--- src/rtl/asr_pkg.sv ---
`timescale 1ns/1ps
// Shared constants, framing encoding and word-alignment helpers for the
// audio serial receiver.
package asr_pkg;
    localparam int SAMPLE_W   = 24;   // output sample width
    localparam int LANES      = 3;    // serial data lines
    localparam int POS_W      = 9;    // bit position counter width
    localparam int SLOT_BITS  = 5;    // log2 of TDM slot length (32)
    localparam int SLOT_IDX_W = 3;    // log2 of TDM slots per frame (8)
    localparam int SLOTS_USED = 6;    // TDM slots that carry channels
    localparam int CHAN_W     = 3;    // channel index width

    typedef enum logic [2:0] {
        FMT_RJ  = 3'd0,
        FMT_LJ  = 3'd1,
        FMT_I2S = 3'd2,
        FMT_DSP = 3'd3,
        FMT_TDM = 3'd4
    } fmt_e;

    // Number of bits in a word for a word-length code.
    function automatic logic [POS_W-1:0] word_bits(input logic [1:0] wl);
        case (wl)
            2'd0:    return POS_W'(16);
            2'd1:    return POS_W'(20);
            default: return POS_W'(24);
        endcase
    endfunction

    // Move the newest word_bits(wl) bits to the top, zero-filling below.
    function automatic logic [SAMPLE_W-1:0] left_align(input logic [SAMPLE_W-1:0] raw,
                                                       input logic [1:0] wl);
        case (wl)
            2'd0:    return {raw[15:0], 8'h00};
            2'd1:    return {raw[19:0], 4'h0};
            default: return raw;
        endcase
    endfunction
endpackage

--- src/rtl/asr_timing.sv ---
`timescale 1ns/1ps
// Bit-clock edge finder and frame-position tracker.
// Assumes bclk/lrclk are synchronous to clk and each bit-clock level lasts
// at least two clk cycles. The active edge is the rising edge in normal
// modes and the falling edge in TDM. The first active edge after reset only
// records the frame-clock level. pos is the bit index of the current active
// edge counted from the last frame start, and it saturates.
module asr_timing
    import asr_pkg::*;
#(
    parameter int PW = POS_W
) (
    input  logic          clk,
    input  logic          rst_n,
    input  logic          tdm,
    input  logic          pulse_mode,
    input  logic          bclk,
    input  logic          lrclk,
    output logic          act,
    output logic          start,
    output logic [PW-1:0] pos,
    output logic          armed,
    output logic          lr_last
);
    localparam logic [PW-1:0] POS_MAX = '1;

    logic          bclk_q, seen_q, lr_q, armed_q;
    logic [PW-1:0] pos_q;
    logic          level_chg, pulse_hit;

    // Find the active edge and the frame start, and advance the position.
    always_comb begin
        act       = tdm ? (bclk_q & ~bclk) : (~bclk_q & bclk);
        level_chg = seen_q & (lrclk ^ lr_q);
        pulse_hit = seen_q & lrclk & ~lr_q;
        start     = act & (pulse_mode ? pulse_hit : level_chg);
        if (start)
            pos = '0;
        else if (pos_q == POS_MAX)
            pos = POS_MAX;
        else
            pos = pos_q + 1'b1;
    end

    // Keep the bit-clock history, the last frame-clock level and the position.
    always_ff @(posedge clk) begin
        if (!rst_n) begin
            bclk_q  <= 1'b0;
            seen_q  <= 1'b0;
            lr_q    <= 1'b0;
            armed_q <= 1'b0;
            pos_q   <= POS_MAX;
        end else begin
            bclk_q <= bclk;
            if (act) begin
                seen_q <= 1'b1;
                lr_q   <= lrclk;
                pos_q  <= pos;
                if (start)
                    armed_q <= 1'b1;
            end
        end
    end

    assign armed   = armed_q;
    assign lr_last = lr_q;
endmodule

--- src/rtl/asr_lane.sv ---
`timescale 1ns/1ps
// One serial data line: a 24-bit shift register filled MSB first on each
// active edge. It offers two aligned views: the word that includes the
// current bit, and the word as it stood before the current bit.
module asr_lane
    import asr_pkg::*;
(
    input  logic                clk,
    input  logic                rst_n,
    input  logic                shift,
    input  logic                sd,
    input  logic [1:0]          wl,
    output logic [SAMPLE_W-1:0] word_new,
    output logic [SAMPLE_W-1:0] word_old
);
    logic [SAMPLE_W-1:0] sr_q, sr_nxt;

    // Form the next contents and both aligned views.
    always_comb begin
        sr_nxt   = {sr_q[SAMPLE_W-2:0], sd};
        word_new = left_align(sr_nxt, wl);
        word_old = left_align(sr_q, wl);
    end

    // Shift in one bit per active edge.
    always_ff @(posedge clk) begin
        if (!rst_n)
            sr_q <= '0;
        else if (shift)
            sr_q <= sr_nxt;
    end
endmodule

--- src/rtl/asr_out_seq.sv ---
`timescale 1ns/1ps
// Output sequencer. Holds the words captured together and presents one per
// cycle, lowest line first. Assumes captures are spaced further apart than
// N clk cycles, which holds whenever words are many bit clocks apart.
module asr_out_seq
    import asr_pkg::*;
#(
    parameter int N = LANES
) (
    input  logic                         clk,
    input  logic                         rst_n,
    input  logic                         load,
    input  logic [N-1:0]                 mask,
    input  logic [N-1:0][SAMPLE_W-1:0]   words,
    input  logic [N-1:0][CHAN_W-1:0]     chans,
    output logic [SAMPLE_W-1:0]          sample_o,
    output logic [CHAN_W-1:0]            chan_o,
    output logic                         valid_o
);
    localparam int IDX_W = (N > 1) ? $clog2(N) : 1;

    logic [N-1:0]               pend_q, sel;
    logic [N-1:0][SAMPLE_W-1:0] hold_w;
    logic [N-1:0][CHAN_W-1:0]   hold_c;
    logic [IDX_W-1:0]           idx;

    // Pick the lowest pending line.
    always_comb begin
        sel = '0;
        idx = '0;
        for (int i = N - 1; i >= 0; i--) begin
            if (pend_q[i]) begin
                sel    = '0;
                sel[i] = 1'b1;
                idx    = IDX_W'(i);
            end
        end
    end

    // Load new captures and present one held word per cycle.
    always_ff @(posedge clk) begin
        if (!rst_n) begin
            pend_q   <= '0;
            hold_w   <= '0;
            hold_c   <= '0;
            sample_o <= '0;
            chan_o   <= '0;
            valid_o  <= 1'b0;
        end else begin
            valid_o <= |pend_q;
            if (|pend_q) begin
                sample_o <= hold_w[idx];
                chan_o   <= hold_c[idx];
            end
            pend_q <= (pend_q & ~sel) | (load ? mask : '0);
            for (int k = 0; k < N; k++) begin
                if (load && mask[k]) begin
                    hold_w[k] <= words[k];
                    hold_c[k] <= chans[k];
                end
            end
        end
    end
endmodule

--- src/rtl/asr_rx.sv ---
`timescale 1ns/1ps
// Multi-format audio serial receiver, top level.
// Decodes RJ, LJ, I2S, DSP and TDM framing with 16/20/24-bit words and
// emits left-aligned samples tagged with a channel index. Assumes fmt_i and
// wlen_i change only under reset, and that each normal-mode half frame holds
// at least word length + 1 bits.
module asr_rx
    import asr_pkg::*;
(
    input  logic                clk,
    input  logic                rst_n,
    input  logic [2:0]          fmt_i,
    input  logic [1:0]          wlen_i,
    input  logic                bclk_i,
    input  logic                lrclk_i,
    input  logic [LANES-1:0]    sdin_i,
    output logic [SAMPLE_W-1:0] sample_o,
    output logic [CHAN_W-1:0]   chan_o,
    output logic                valid_o
);
    localparam logic [POS_W-1:0] TDM_FRAME = POS_W'((1 << SLOT_IDX_W) << SLOT_BITS);

    fmt_e                           fmt;
    logic                           is_tdm, pulse_mode;
    logic                           act, start, armed, lr_last;
    logic [POS_W-1:0]               pos, wlen_pos;
    logic [SLOT_IDX_W-1:0]          slot;
    logic                           cap, use_old, side;
    logic [LANES-1:0]               mask;
    logic [LANES-1:0][SAMPLE_W-1:0] w_new, w_old, words;
    logic [LANES-1:0][CHAN_W-1:0]   chans;

    assign fmt        = fmt_e'(fmt_i);
    assign is_tdm     = (fmt == FMT_TDM);
    assign pulse_mode = (fmt == FMT_DSP) || (fmt == FMT_TDM);
    assign wlen_pos   = word_bits(wlen_i);
    assign slot       = pos[SLOT_BITS +: SLOT_IDX_W];

    asr_timing #(.PW(POS_W)) u_timing (
        .clk        (clk),
        .rst_n      (rst_n),
        .tdm        (is_tdm),
        .pulse_mode (pulse_mode),
        .bclk       (bclk_i),
        .lrclk      (lrclk_i),
        .act        (act),
        .start      (start),
        .pos        (pos),
        .armed      (armed),
        .lr_last    (lr_last)
    );

    // Decide when a word is complete, its side, and where it is taken from.
    always_comb begin
        cap     = 1'b0;
        use_old = 1'b0;
        side    = lrclk_i;
        mask    = '1;
        case (fmt)
            FMT_LJ:  cap = act && (pos == wlen_pos - 1'b1);
            FMT_I2S: cap = act && (pos == wlen_pos);
            FMT_RJ: begin
                cap     = start && armed;
                side    = lr_last;
                use_old = 1'b1;
            end
            FMT_DSP: begin
                cap  = act && ((pos == wlen_pos) || (pos == (wlen_pos << 1)));
                side = (pos == (wlen_pos << 1));
            end
            FMT_TDM: begin
                cap  = act && (pos < TDM_FRAME)
                           && (pos[SLOT_BITS-1:0] == SLOT_BITS'(wlen_pos - 1'b1))
                           && (slot < SLOT_IDX_W'(SLOTS_USED));
                mask = LANES'(1);
            end
            default: cap = 1'b0;
        endcase
    end

    // One shift register per data line, with its word and channel selection.
    for (genvar k = 0; k < LANES; k++) begin : g_lane
        asr_lane u_lane (
            .clk      (clk),
            .rst_n    (rst_n),
            .shift    (act),
            .sd       (sdin_i[k]),
            .wl       (wlen_i),
            .word_new (w_new[k]),
            .word_old (w_old[k])
        );
        assign words[k] = use_old ? w_old[k] : w_new[k];
        assign chans[k] = is_tdm ? CHAN_W'(slot)
                                 : CHAN_W'(2 * k) + CHAN_W'(side);
    end

    asr_out_seq #(.N(LANES)) u_seq (
        .clk      (clk),
        .rst_n    (rst_n),
        .load     (cap),
        .mask     (mask),
        .words    (words),
        .chans    (chans),
        .sample_o (sample_o),
        .chan_o   (chan_o),
        .valid_o  (valid_o)
    );
endmodule

--- config.mk ---
export PLATFORM = sky130hd
export DESIGN_NAME = asr_rx
export DESIGN_NICKNAME = d
export VERILOG_FILES = /design/src/rtl/asr_pkg.sv /design/src/rtl/asr_timing.sv /design/src/rtl/asr_lane.sv /design/src/rtl/asr_out_seq.sv /design/src/rtl/asr_rx.sv
export SDC_FILE = /design/constraint.sdc
export NUM_CORES = 1
export LEC_CHECK = 0
export ABC_AREA = 0
export BUFFER_PORTS_ARGS = -buffer_cell sky130_fd_sc_hd__buf_2
export CAP_MARGIN = 15
export CORE_UTILIZATION = 53
export DETAILED_ROUTE_END_ITERATION = 6
export GPL_TIMING_DRIVEN = 0
export PLACE_DENSITY = 0.76
export RECOVER_POWER = 25
export SLEW_MARGIN = 20
export SYNTH_ARGS = -nofsm -noshare
export SYNTH_HDL_FRONTEND = slang
export SYNTH_HIERARCHICAL = 1
export SYNTH_SLANG_ARGS = --single-unit
--- constraint.sdc ---
create_clock -name clk -period 4.02 [get_ports clk]
set_clock_uncertainty 0.1 [all_clocks]
set_input_delay 0.201 -clock clk [delete_from_list [all_inputs] [get_ports clk]]
set_output_delay 0.201 -clock clk [all_outputs]
set_load 0.05 [all_outputs]
==> results of run 1 <==
[state kept, by name, summed over array words and instances, names as in the netlist]
signal              cells
u_timing/seen_q         1
u_seq/pend_q            3
g_lane.u_lane/sr_q     72
u_timing/pos_q          9
u_seq/hold_c            9
u_timing/lr_last        1
u_timing/armed          1
u_seq/sample_o         24
u_seq/hold_w           72
u_timing/bclk_q         1
u_seq/chan_o            3
u_seq/valid_o           1
[worst min-delay path by stage]
stage | cells after the start | end | startpoint
5_1_grt | 3 | g_lane[1].u_lane/sr_q[0] | sdin_i[1]
3_5_place_dp | 2 | u_timing/bclk_q | bclk_i
2_1_floorplan | 1 | u_timing/bclk_q | bclk_i
3_3_place_gp | 2 | u_timing/bclk_q | bclk_i
6_report | 3 | g_lane[1].u_lane/sr_q[0] | sdin_i[1]
4_1_cts | 3 | g_lane[1].u_lane/sr_q[0] | sdin_i[1]
[cells by family (layout without fill, tap and decap cells)]
logic type      count (synthesis)  count (layout)
compound gates                276             276
xor+xnor                        8               8
fa+ha+maj                       1               1
buf+inv                       171             246
flops                         197             197
mux                           196             196
other cells                     1               3
simple gates                  394             394
[Yosys cell counts, drive strengths merged (2+ instances only)]
master,count
nand3,5
a221oi,28
nor4b,2
mux2i,124
a21boi,83
o21a,3
and3,5
nand2,251
xnor2,7
o211ai,5
a31o,3
inv,11
o2bb2ai,27
mux2,72
nor3,5
o21ai,100
clkbuf,25
a21oi,11
nor2b,79
nor2,9
a22oi,7
nand3b,4
and2,21
dfxtp,197
nand2b,5
buf,135
nand4,2
[power breakdown]
group | internal [mW] | switching (mW)
sequential | 1.97 | 0.0185
clock | 0.845 | 0.810
combinational | 0.251 | 0.318
total | 3.06 | 1.15
[layer usage]
metal	share of wire (%)	GRT usage [%]	up-vias
met3	4.1	3.67	22
met4	1.9	8.25	0
met5	0	0	-
met1	47	32.9	4109
li1	-	-	4364
met2	47	40.2	174
[critical path, stage by stage, from the launching register on]
cell and delay [ns]:
dfxtp_1 0.43, ha_1 0.30, nand3_2 0.12, or3_1 0.34, buf_2 0.17, a21oi_2 0.25, and4bb_1 0.25, a22oi_1 0.21
nor4_1 0.08, a311oi_1 0.28, o21ai_1 0.09, buf_4 0.17, nand2_2 0.21, buf_2 0.29, nand2_1 0.09, a21boi_0 0.18
[per-stage QoR]
step,std cells,area (um^2),util [%]
2_1_floorplan,1246,11200,-
3_3_place_gp,1555,11800,57.4
3_5_place_dp,1555,11800,57.4
4_1_cts,1591,12400,60.4
5_1_grt,1591,12300,60.1
6_report,1591,12300,60.1
[cell type report]
| class | count | area (um^2) |
|---|---|---|
| Clock inverter | 13 | 109 |
| Sequential cell | 197 | 3940 |
| Buffer | 160 | 1220 |
| Timing Repair Buffer | 43 | 198 |
| Multi-Input combinational cell | 878 | 6020 |
| Tap cell | 270 | 338 |
| Clock buffer | 19 | 453 |
| Fill cell | 1816 | 8170 |
| Inverter | 11 | 41.3 |
[repair_timing]
item | in CTS | in global routing
hold endpoints to repair | 4 | 0
setup endpoints to repair | 0 | 16
gates resized for setup | 0 | 3
hold buffers | 4 | 0
==> summary.md, run 1 <==
Outcome
• **result of the run** complete, but fails checks
• **violated checks** capacitance limit

STA
• **setup repair after global routing missed its margin** false
• **TNS Setup** 0 ns
• **worst slew pin tran** 1.49 ns
• **final hold violation count** 0
• **endpoints failing setup** 0
• **Achievable Freq** 0.273 GHz
• **final-report max-slew violation count** 0
• **Min Clock Period, post-route** 3.66 ns
• **Rel. slew slack** 0.465%
• **fin worst setup slack** 0.360 ns
• **post-route fraction of the period consumed by the critical path** 91.0%
• **Final Hold Slack** 0.0324 ns

Logic synthesis
• **sequential fraction of the synthesis area** 35.1%
• **FF+latch count, synth** 197
• **Synthesis Warnings** 6
• **adder and majority cell fraction of the synthesized area** 0.111%
• **multiplexer share of the synthesized area** 18.3%
• **Async S/R FF share, synth** 0%
• **Avg Synthesized Cell Area** 9.03 um^2
• **top cell type by total area after synthesis** dfxtp_1
• **dominant combinational cell family by area after synthesis** multiplexers
• **Synth Instances** 1244
• **largest cells by area after synthesis** dfxtp_1, mux2i_1, nand2_1
• **synthesized-area fraction occupied by ao, oa, aoi and oai cells** 17.9%
• **synthesized-area fraction occupied by and/or/nand/nor cells** 16.5%
• **Top FF cell, synth** dfxtp_1
• **cell area after synthesis** 11200 um^2
• **Yosys top cell area share** 35.1%
• **Netlist cell types** 57
• **share of the synthesized netlist area taken by xor and xnor gates** 0.624%
• **number of enable-type register cells in the synthesized netlist** 0

Global route
• **number of global-route vias before repair** 8182
• **antenna violations before repair** 0
• **global-route wire length before repair** 42.2 mm
• **global route total overflow** 0
• **largest net degree at the start of global routing** 29
• **global-route usage over all layers** 24.5%

Drt
• **number of detailed-route iterations in the first pass** 5
• **routed wire length per instance** 16.3 um
• **Post-route DRC** 0
• **via count normalized by instance count** 5.45
• **wirelength, routed** 26.0 mm
• **total number of vias** 8669
• **First DRT Iteration DRCs** 514
• **number of nets with antenna violations after detailed routing** 0

Final layout
• **leading cell types in the layout, fill and taps excluded** nand2_1, dfxtp_1, mux2i_1
• **ratio of cells with drive above 1 in the final layout** 16.5%
• **Area growth, synth to finish** 9.73%
• **leading cell type in the layout, fill and taps excluded** nand2_1
• **count of nets after finishing** 1321
• **number of inserted diodes** 0

CTS
• **clock tree sinks** 197
• **clock tree from TritonCTS** done
• **number of clock buffers inserted by TritonCTS** 17
• **latest clock arrival within the worst-skew pair** 0.44 ns
• **cell at the root of the clock tree** clkbuf_16
• **level count of the clock H-tree** 4
• **Clock Path Buffers** 2
• **Post-CTS Setup Repair Bufs** 0
• **clock transition time at the flip-flop clock pins of the worst setup and hold paths** 0.07 ns

Critical path
• **launch instance of the worst register-to-register path** u_timing/pos_q[0]
• **crit path launch** u_timing/pos_q[0]
• **start-to-end type of the worst setup path** flip-flop to flip-flop
• **capturing point of the worst reg2reg path** u_seq/hold_w[33]
• **Critical Path Sink Type** flip-flop
• **CP Capture Point** u_seq/hold_w[33]
• **Startpoint Class** flip-flop
• **CP arrival** 3.92 ns
• **data required time at the worst endpoint** 4.28 ns
• **reg-to-reg setup timing slack** 0.36 ns
• **maximum fanout count along the critical path** 10
• **Worst R2R Path Depth** 15

Placed design
• **Placement Setup Slack** 0.0691 ns
• **# port buffers** 39
• **detailed placement HPWL** 19.2 mm
• **routability cong.** 0.858

Flow run
• **Max-cap violations** 1

Power
• **leakage component of the power** 4.71 nW
• **maximum vdd ir drop** 0.252 mV
• **total design power** 4.21 mW
• **areal power density over the cells** 342 nW/um^2

Floorplan
• **Die Y-Extent** 148 um
• **chip width** 148 um
• **total die area** 21800 um^2
• **number of placed I/O pins** 40
• **area of the core** 20500 um^2
• **count of standard-cell rows** 52
• **effective utilization at floorplan** 54.8%

Worst hold path
• **path class of the lowest-slack min-delay path** input port to flip-flop

(Power assumes the default switching activity.)
==> run 2: changes to the inputs <==
--- a/config.mk
+++ b/config.mk
@@ -5,7 +5,7 @@
 export SDC_FILE = /design/constraint.sdc
 export NUM_CORES = 1
 export LEC_CHECK = 0
-export ABC_AREA = 0
+export ABC_AREA = 1
 export BUFFER_PORTS_ARGS = -buffer_cell sky130_fd_sc_hd__buf_2
 export CAP_MARGIN = 15
 export CORE_UTILIZATION = 53
@@ -13,6 +13,7 @@
 export GPL_TIMING_DRIVEN = 0
 export PLACE_DENSITY = 0.76
 export RECOVER_POWER = 25
+export SKIP_LAST_GASP = 1
 export SLEW_MARGIN = 20
 export SYNTH_ARGS = -nofsm -noshare
 export SYNTH_HDL_FRONTEND = slang
==> run 2 against run 1 <==
  * The run now ends clean
  * Register-to-register slack better by 0.40 ns
  * Via count increased by 23%
  * Synthesized cell count is 41% higher
  * Sequential share of layout area increased by 0.90 points
  * Non-clock buffer count up 2
  * Maximum frequency grew 12%
  * Count of clock-buffer cells in the layout unchanged
  * First-iteration DRC count is 77% higher
  * Worst setup slack improved by 0.40 ns
  * Utilization down 0.70 points
  * Cell area is 2.7% lower
  * Highest routed layer unchanged
==> summary.md, run 2 <==
Floorplan
• **total die area** 21100 um^2, -3.0%
• **effective utilization at floorplan** 54.0%, -0.82 points
• **chip width** 145 um, -1.5%
• **Die Y-Extent** 145 um, -1.5%
• **area of the core** 20200 um^2, -1.6%
• **number of placed I/O pins** 40, unchanged
• **count of standard-cell rows** 52, unchanged

Final layout
• **fill cell total of the finished layout** 2061, +13%
• **count of nets after finishing** 1827, +38%
• **number of inserted diodes** 0, unchanged
• **storage element area** 3940 um^2, unchanged
• **leading cell type in the layout, fill and taps excluded** nand2_1
• **footprint of the multi-input gates** 5560 um^2, -7.6%
• **leading cell types in the layout, fill and taps excluded** nand2_1, nor2_1, dfxtp_1
• **Area growth, synth to finish** 10.1%
• **ratio of cells with drive above 1 in the final layout** 11.7%, -4.8 points
• **largest registers** g_lane.u_lane/sr_q: 72 flops, u_seq/hold_w: 72 flops, u_seq/sample_o: 24 flops

Critical path
• **maximum fanout count along the critical path** 10, unchanged
• **start-to-end type of the worst setup path** flip-flop to flip-flop
• **Startpoint Class** flip-flop
• **Critical Path Sink Type** flip-flop
• **reg-to-reg setup timing slack** 0.76 ns, +0.40 ns
• **data required time at the worst endpoint** 4.24 ns, -0.04 ns
• **crit path launch** u_timing/pos_q[0]
• **Worst R2R Path Depth** 22, +7
• **CP arrival** 3.48 ns, -0.44 ns
• **launch instance of the worst register-to-register path** u_timing/pos_q[0]

Drt
• **routed wire length per instance** 13.4 um, -18%
• **via count normalized by instance count** 5.10, -6.5%
• **number of detailed-route iterations in the first pass** 5, unchanged
• **First DRT Iteration DRCs** 910, +77%
• **wirelength, routed** 28.1 mm, +8.3%
• **number of nets with antenna violations after detailed routing** 0, unchanged
• **Post-route DRC** 0, unchanged
• **total number of vias** 10687, +23%

STA
• **endpoints failing setup** 0, unchanged
• **Rel. slew slack** 14.4%, +14 points
• **Achievable Freq** 0.307 GHz, +12%
• **final hold violation count** 0, unchanged
• **Min Clock Period, post-route** 3.26 ns, -0.404 ns
• **TNS Setup** 0 ns, unchanged
• **final-report max-slew violation count** 0, unchanged
• **setup repair after global routing missed its margin** false
• **worst slew pin tran** 1.28 ns, -0.209 ns
• **post-route fraction of the period consumed by the critical path** 81.0%, -10 points

Logic synthesis
• **cell area after synthesis** 10900 um^2, -3.1%
• **number of enable-type register cells in the synthesized netlist** 0, unchanged
• **top-count cell post-synth** nand2_1
• **Async S/R FF share, synth** 0%, unchanged
• **Top FF cell, synth** dfxtp_1
• **largest cells by area after synthesis** dfxtp_1, nand2_1, nor2_1
• **Synth Instances** 1751, +41%
• **sequential fraction of the synthesis area** 36.2%, +1.1 points
• **FF+latch count, synth** 197, unchanged
• **Yosys top cell area share** 36.2%, +1.1 points
• **Synthesis Warnings** 6, unchanged
• **top cell type by total area after synthesis** dfxtp_1
• **Netlist cell types** 29, -49%
• **Avg Synthesized Cell Area** 6.22 um^2, -31%
• **Mapped Nets** 1764
• **leading cell types by count after synthesis** nand2_1, nor2_1, dfxtp_1

Power
• **leakage component of the power** 5.89 nW, +25%
• **areal power density over the cells** 374 nW/um^2, +9.6%
• **total design power** 4.49 mW, +6.6%
• **maximum vdd ir drop** 0.280 mV, +11%

Global route
• **global-route usage over all layers** 27.0%, +2.5 points
• **number of global-route vias before repair** 9513, +16%
• **largest net degree at the start of global routing** 32, +10%
• **antenna violations before repair** 0, unchanged
• **global route total overflow** 0, unchanged
• **global-route wire length before repair** 46.1 mm, +9.2%

Placed design
• **routability cong.** 0.858, about the same
• **# port buffers** 39, unchanged
• **detailed placement HPWL** 20.7 mm, +8.0%

Worst hold path
• **launch instance of the worst min-delay path** fmt_i[2]
• **path class of the lowest-slack min-delay path** input port to flip-flop
• **number of cells traversed by the worst hold path** 4, +1

CTS
• **latest clock arrival within the worst-skew pair** 0.43 ns, about the same
• **cell at the root of the clock tree** clkbuf_16
• **clock tree from TritonCTS** done
• **hold buffer count at cts** 5, +1
• **number of clock buffers inserted by TritonCTS** 17, unchanged
• **Clock Path Buffers** 2, unchanged
• **post-cts repair resize count** 0, unchanged
• **Post-CTS Setup Repair Bufs** 0, unchanged
• **clock tree sinks** 197, unchanged
• **level count of the clock H-tree** 4, unchanged
• **clock transition time at the flip-flop clock pins of the worst setup and hold paths** 0.07 ns, about the same

Flow run
• **Max-cap violations** 0, -1

Outcome
• **result of the run** finished clean

run 2: changes by cell type after synthesis, moves of 46 or more:
cell,delta
nor2_1,+375
nand2_1,+315
nand3_1,+160
mux2i_1,-124
o21ai_0,+112
nor2b_1,-79
a21boi_0,-64
inv_1,+59
mux2_1,-59
o21ai_1,-46
run 2: critical path, cell delays in order, from the launching register on:
cell and delay, ns:
dfxtp_1 0.40, ha_1 0.23, nand2_2 0.10, nor2_4 0.14, nand3_4 0.16, nand3_2 0.14, nand2_1 0.06, inv_1 0.09
inv_1 0.06, nand3_1 0.11, nand2_1 0.07, nor2_1 0.08, nor2_1 0.05, nor2_1 0.07, nand2_1 0.05, nand2_1 0.05
nand2_1 0.09, nand2_1 0.09, buf_4 0.18, clkinv_1 0.35, buf_4 0.31, nor2_1 0.10, nor2_1 0.06
run 2: worst paths after layout:
kind                             end
setup reg to reg    u_seq/hold_w[12]
hold / removal       u_seq/hold_c[8]
hold reg to reg   u_seq/sample_o[20]
setup / recovery    u_seq/hold_w[12]
run 2: layout make-up:
class	instances	share of cell area [%]
Tap cell	270	2.82
Inverter	79	2.50
Clock buffer	19	3.70
Timing Repair Buffer	44	1.74
Sequential cell	197	32.9
Clock inverter	13	1.04
Multi-Input combinational cell	1314	46.4
Buffer	161	8.92
run 2: kinds of logic after synthesis:
kind of cell | Yosys count | synth area share (%)
adder cells (fa/ha/maj) | 1 | 0.115
flip-flops | 197 | 36.2
XOR/XNOR | 1 | 0.0805
buffers and inverters | 240 | 12.6
AO/OA/AOI/OAI | 172 | 8.06
other | 1 | 0.0345
AND/OR/NAND/NOR | 1139 | 42.9
run 2: routing by layer:
| metal | routed length, um | GRT usage [%] |
|---|---|---|
| met1 | 13600 | 37.8 |
| met2 | 12500 | 42.2 |
| met3 | 1600 | 4.65 |
| met4 | 503 | 8.47 |
| met5 | 0 | 0 |
run 2: power by group:
part           switching (mW)  total (mW)  internal [mW]
combinational           0.434       0.711          0.277
clock                   0.788        1.67          0.879
sequential             0.0862        2.11           2.02
run 2: per-stage QoR:
| step | hold slack [ns] | std cells | area, um^2 | utilization [%] | worst slack [ns] |
|---|---|---|---|---|---|
| 2_1_floorplan | 0.194 | 1751 | 10900 | - | 1.39 |
| 3_3_place_gp | 0.298 | 2060 | 11400 | 56.6 | 0.606 |
| 3_5_place_dp | 0.303 | 2060 | 11400 | 56.6 | 0.573 |
| 4_1_cts | 0.144 | 2097 | 12000 | 59.7 | 0.796 |
| 5_1_grt | 0.199 | 2097 | 12000 | 59.4 | 0.451 |
| 6_report | 0.160 | 2097 | 12000 | 59.4 | 0.764 |
==> run 3: changes to the inputs <==
==> constraint.sdc (replaced) <==
create_clock -name clk -period 3.11 [get_ports clk]
set_clock_uncertainty 0.1 [all_clocks]
set_input_delay 0.1555 -clock clk [delete_from_list [all_inputs] [get_ports clk]]
set_output_delay 0.1555 -clock clk [all_outputs]
set_load 0.05 [all_outputs]
==> run 3 against run 2 <==
  * First-iteration DRC count decreased by 8.7%
  * Maximum frequency increased by 12%
  * Critical path depth increased by 1
  * Utilization increased by 0.96 points
  * Count of clock-buffer cells in the layout unchanged
  * Cell area increased by 1.6%
  * Highest routed layer unchanged
  * Critical endpoint is now u_seq/hold_w[22]
  * Clock power increased by 29%
  * Worst setup slack got worse by 0.55 ns
==> summary.md, run 3 (synthesis gave the netlist of run 2 again) <==
Drt
• **via count normalized by instance count** 5.12, +0.43%
• **number of detailed-route iterations in the first pass** 6, +1
• **number of nets with antenna violations after detailed routing** 0, unchanged
• **wirelength, routed** 28.3 mm, +0.64%
• **First DRT Iteration DRCs** 831, -8.7%
• **routed wire length per instance** 13.5 um, +0.45%
• **total number of vias** 10753, +0.62%
• **Post-route DRC** 0, unchanged

Global route
• **antenna violations before repair** 0, unchanged
• **global-route usage over all layers** 27.0%, +0.027 points
• **largest net degree at the start of global routing** 32, unchanged
• **global-route wire length before repair** 46.1 mm, about the same
• **global route total overflow** 0, unchanged
• **number of global-route vias before repair** 9519, +0.063%

CTS
• **clock transition time at the flip-flop clock pins of the worst setup and hold paths** 0.07 ns, about the same
• **Clock Path Buffers** 2, unchanged
• **cell at the root of the clock tree** clkbuf_16
• **number of clock buffers inserted by TritonCTS** 17, unchanged
• **clock tree from TritonCTS** done
• **clock tree sinks** 197, unchanged
• **latest clock arrival within the worst-skew pair** 0.43 ns, about the same
• **level count of the clock H-tree** 4, unchanged

Final layout
• **leading cell types in the layout, fill and taps excluded** nand2_1, nor2_1, dfxtp_1
• **largest registers** g_lane.u_lane/sr_q: 72 flops, u_seq/hold_w: 72 flops, u_seq/sample_o: 24 flops
• **count of nets after finishing** 1831, +0.22%
• **Area growth, synth to finish** 11.9%
• **utilization after layout** 60.4%, +0.96 points
• **Post-Layout Cell Count** 2101, +0.19%
• **leading cell type in the layout, fill and taps excluded** nand2_1
• **ratio of cells with drive above 1 in the final layout** 13.2%, +1.5 points
• **finished layout cell area** 12200 um^2, +1.6%
• **number of inserted diodes** 0, unchanged

Placed design
• **Placed Instance Area** 11400 um^2, unchanged
• **Placement Setup Slack** -0.291 ns, -0.865 ns
• **routability cong.** 0.858, unchanged
• **instance count after placement with tap cells included** 2060, unchanged
• **detailed placement HPWL** 20.7 mm, unchanged
• **# port buffers** 39, unchanged

STA
• **post-route fraction of the period consumed by the critical path** 93.1%, +12 points
• **worst slew pin tran** 1.26 ns, -0.0208 ns
• **endpoints failing setup** 0, unchanged
• **final-report max-slew violation count** 0, unchanged
• **Final Hold Slack** 0.114 ns, -0.0454 ns
• **Rel. slew slack** 15.8%, +1.4 points
• **final hold violation count** 0, unchanged
• **TNS Setup** 0 ns, unchanged
• **Achievable Freq** 0.345 GHz, +12%
• **Min Clock Period, post-route** 2.90 ns, -0.360 ns
• **fin worst setup slack** 0.214 ns, -0.550 ns

Floorplan
• **effective utilization at floorplan** 54.0%, unchanged
• **area of the core** 20200 um^2, unchanged
• **number of placed I/O pins** 40, unchanged
• **count of standard-cell rows** 52, unchanged
• **Die Y-Extent** 145 um, unchanged
• **total die area** 21100 um^2, unchanged
• **chip width** 145 um, unchanged

Outcome
• **result of the run** finished clean

Critical path
• **maximum fanout count along the critical path** 10, unchanged
• **Startpoint Class** flip-flop
• **Critical Path Sink Type** flip-flop
• **start-to-end type of the worst setup path** flip-flop to flip-flop
• **CP arrival** 3.12 ns, -0.36 ns
• **cell family contributing the most delay on the critical path** simple AND/OR/NAND/NOR gates
• **Critical Path Max Stage Delay** 0.37 ns, -0.03 ns
• **cell with the most instances on the worst path** nand2_1
• **slowest CP cell** dfxtp_4
• **cells along the critical path** ha_2, nand2_2, nor2_4, nand3_4, buf_4, nand3_2, nand2_1, inv_1, inv_1, nand3_1, nand2_1, nor2_1, nor2_1, nor2_1, nand2_1, nand2_1, nand2_1, nand2_1, buf_6, inv_8, buf_4, nor2_1, nor2_1
• **Buffers & Inverters on Critical Path** 6, +1
• **data required time at the worst endpoint** 3.34 ns, -0.90 ns

Power
• **total design power** 5.84 mW, +30%
• **maximum vdd ir drop** 0.365 mV, +30%
• **leakage component of the power** 5.97 nW, +1.3%
• **areal power density over the cells** 480 nW/um^2, +28%

Worst hold path
• **path class of the lowest-slack min-delay path** input port to flip-flop

Flow run
• **Max-cap violations** 0, unchanged

run 3: changes by cell type in the layout (fill, tap and decap cells not counted), sizes merged:
cell,delta
clkinv,-3
inv,+3
clkbuf,-2
buf,+6
run 3: power by group:
group / leakage [nW] / switching (mW) / internal [mW] / total (mW)
Clock: 0.263 / 1.03 / 1.14 / 2.16
Combinational: 4.11 / 0.577 / 0.378 / 0.954
Sequential: 1.60 / 0.111 / 2.61 / 2.72
Total: 5.97 / 1.71 / 4.13 / 5.84
run 3: routing by layer:
metal / part of all wire (%) / global-route usage (%) / vias to the layer above
li1: - / - / 5551
met1: 48 / 37.8 / 4865
met2: 45 / 42.5 / 302
met3: 5.9 / 4.65 / 35
met4: 1.5 / 8.26 / 0
met5: 0 / 0 / -
run 3: timing repair:
action,4_1_cts,5_1_grt
endpoints found under the hold margin,5,0
setup buffers,0,5
gates resized for setup,3,84
endpoints found under the setup margin,41,77
hold buffers,5,0
pin swaps,0,4
run 3: path summary, 6_finish.rpt:
check	startpoint	to	slack, ns	depth (start not counted)
worst min-delay path	fmt_i[2]	u_seq/hold_c[4]	0.11	4
worst min register to register	u_seq/sample_o[20]	u_seq/sample_o[20]	0.36	2
worst max-delay path	u_timing/pos_q[0]	u_seq/hold_w[22]	0.21	23
worst max register to register	u_timing/pos_q[0]	u_seq/hold_w[22]	0.21	23
run 3: area by class of cell:
type	instances	area [um^2]
Inverter	79	317
Sequential cell	197	3950
Clock inverter	13	125
Multi-Input combinational cell	1314	5650
Buffer	160	1110
Clock buffer	19	443
Tap cell	270	338
Fill cell	2034	7990
Timing Repair Buffer	49	246
run 3: tightest hold or removal path: stages:
cell     delay [ns]
buf_2          0.13
nand3_1        0.12
o21ai_1        0.12
nor2_1         0.09
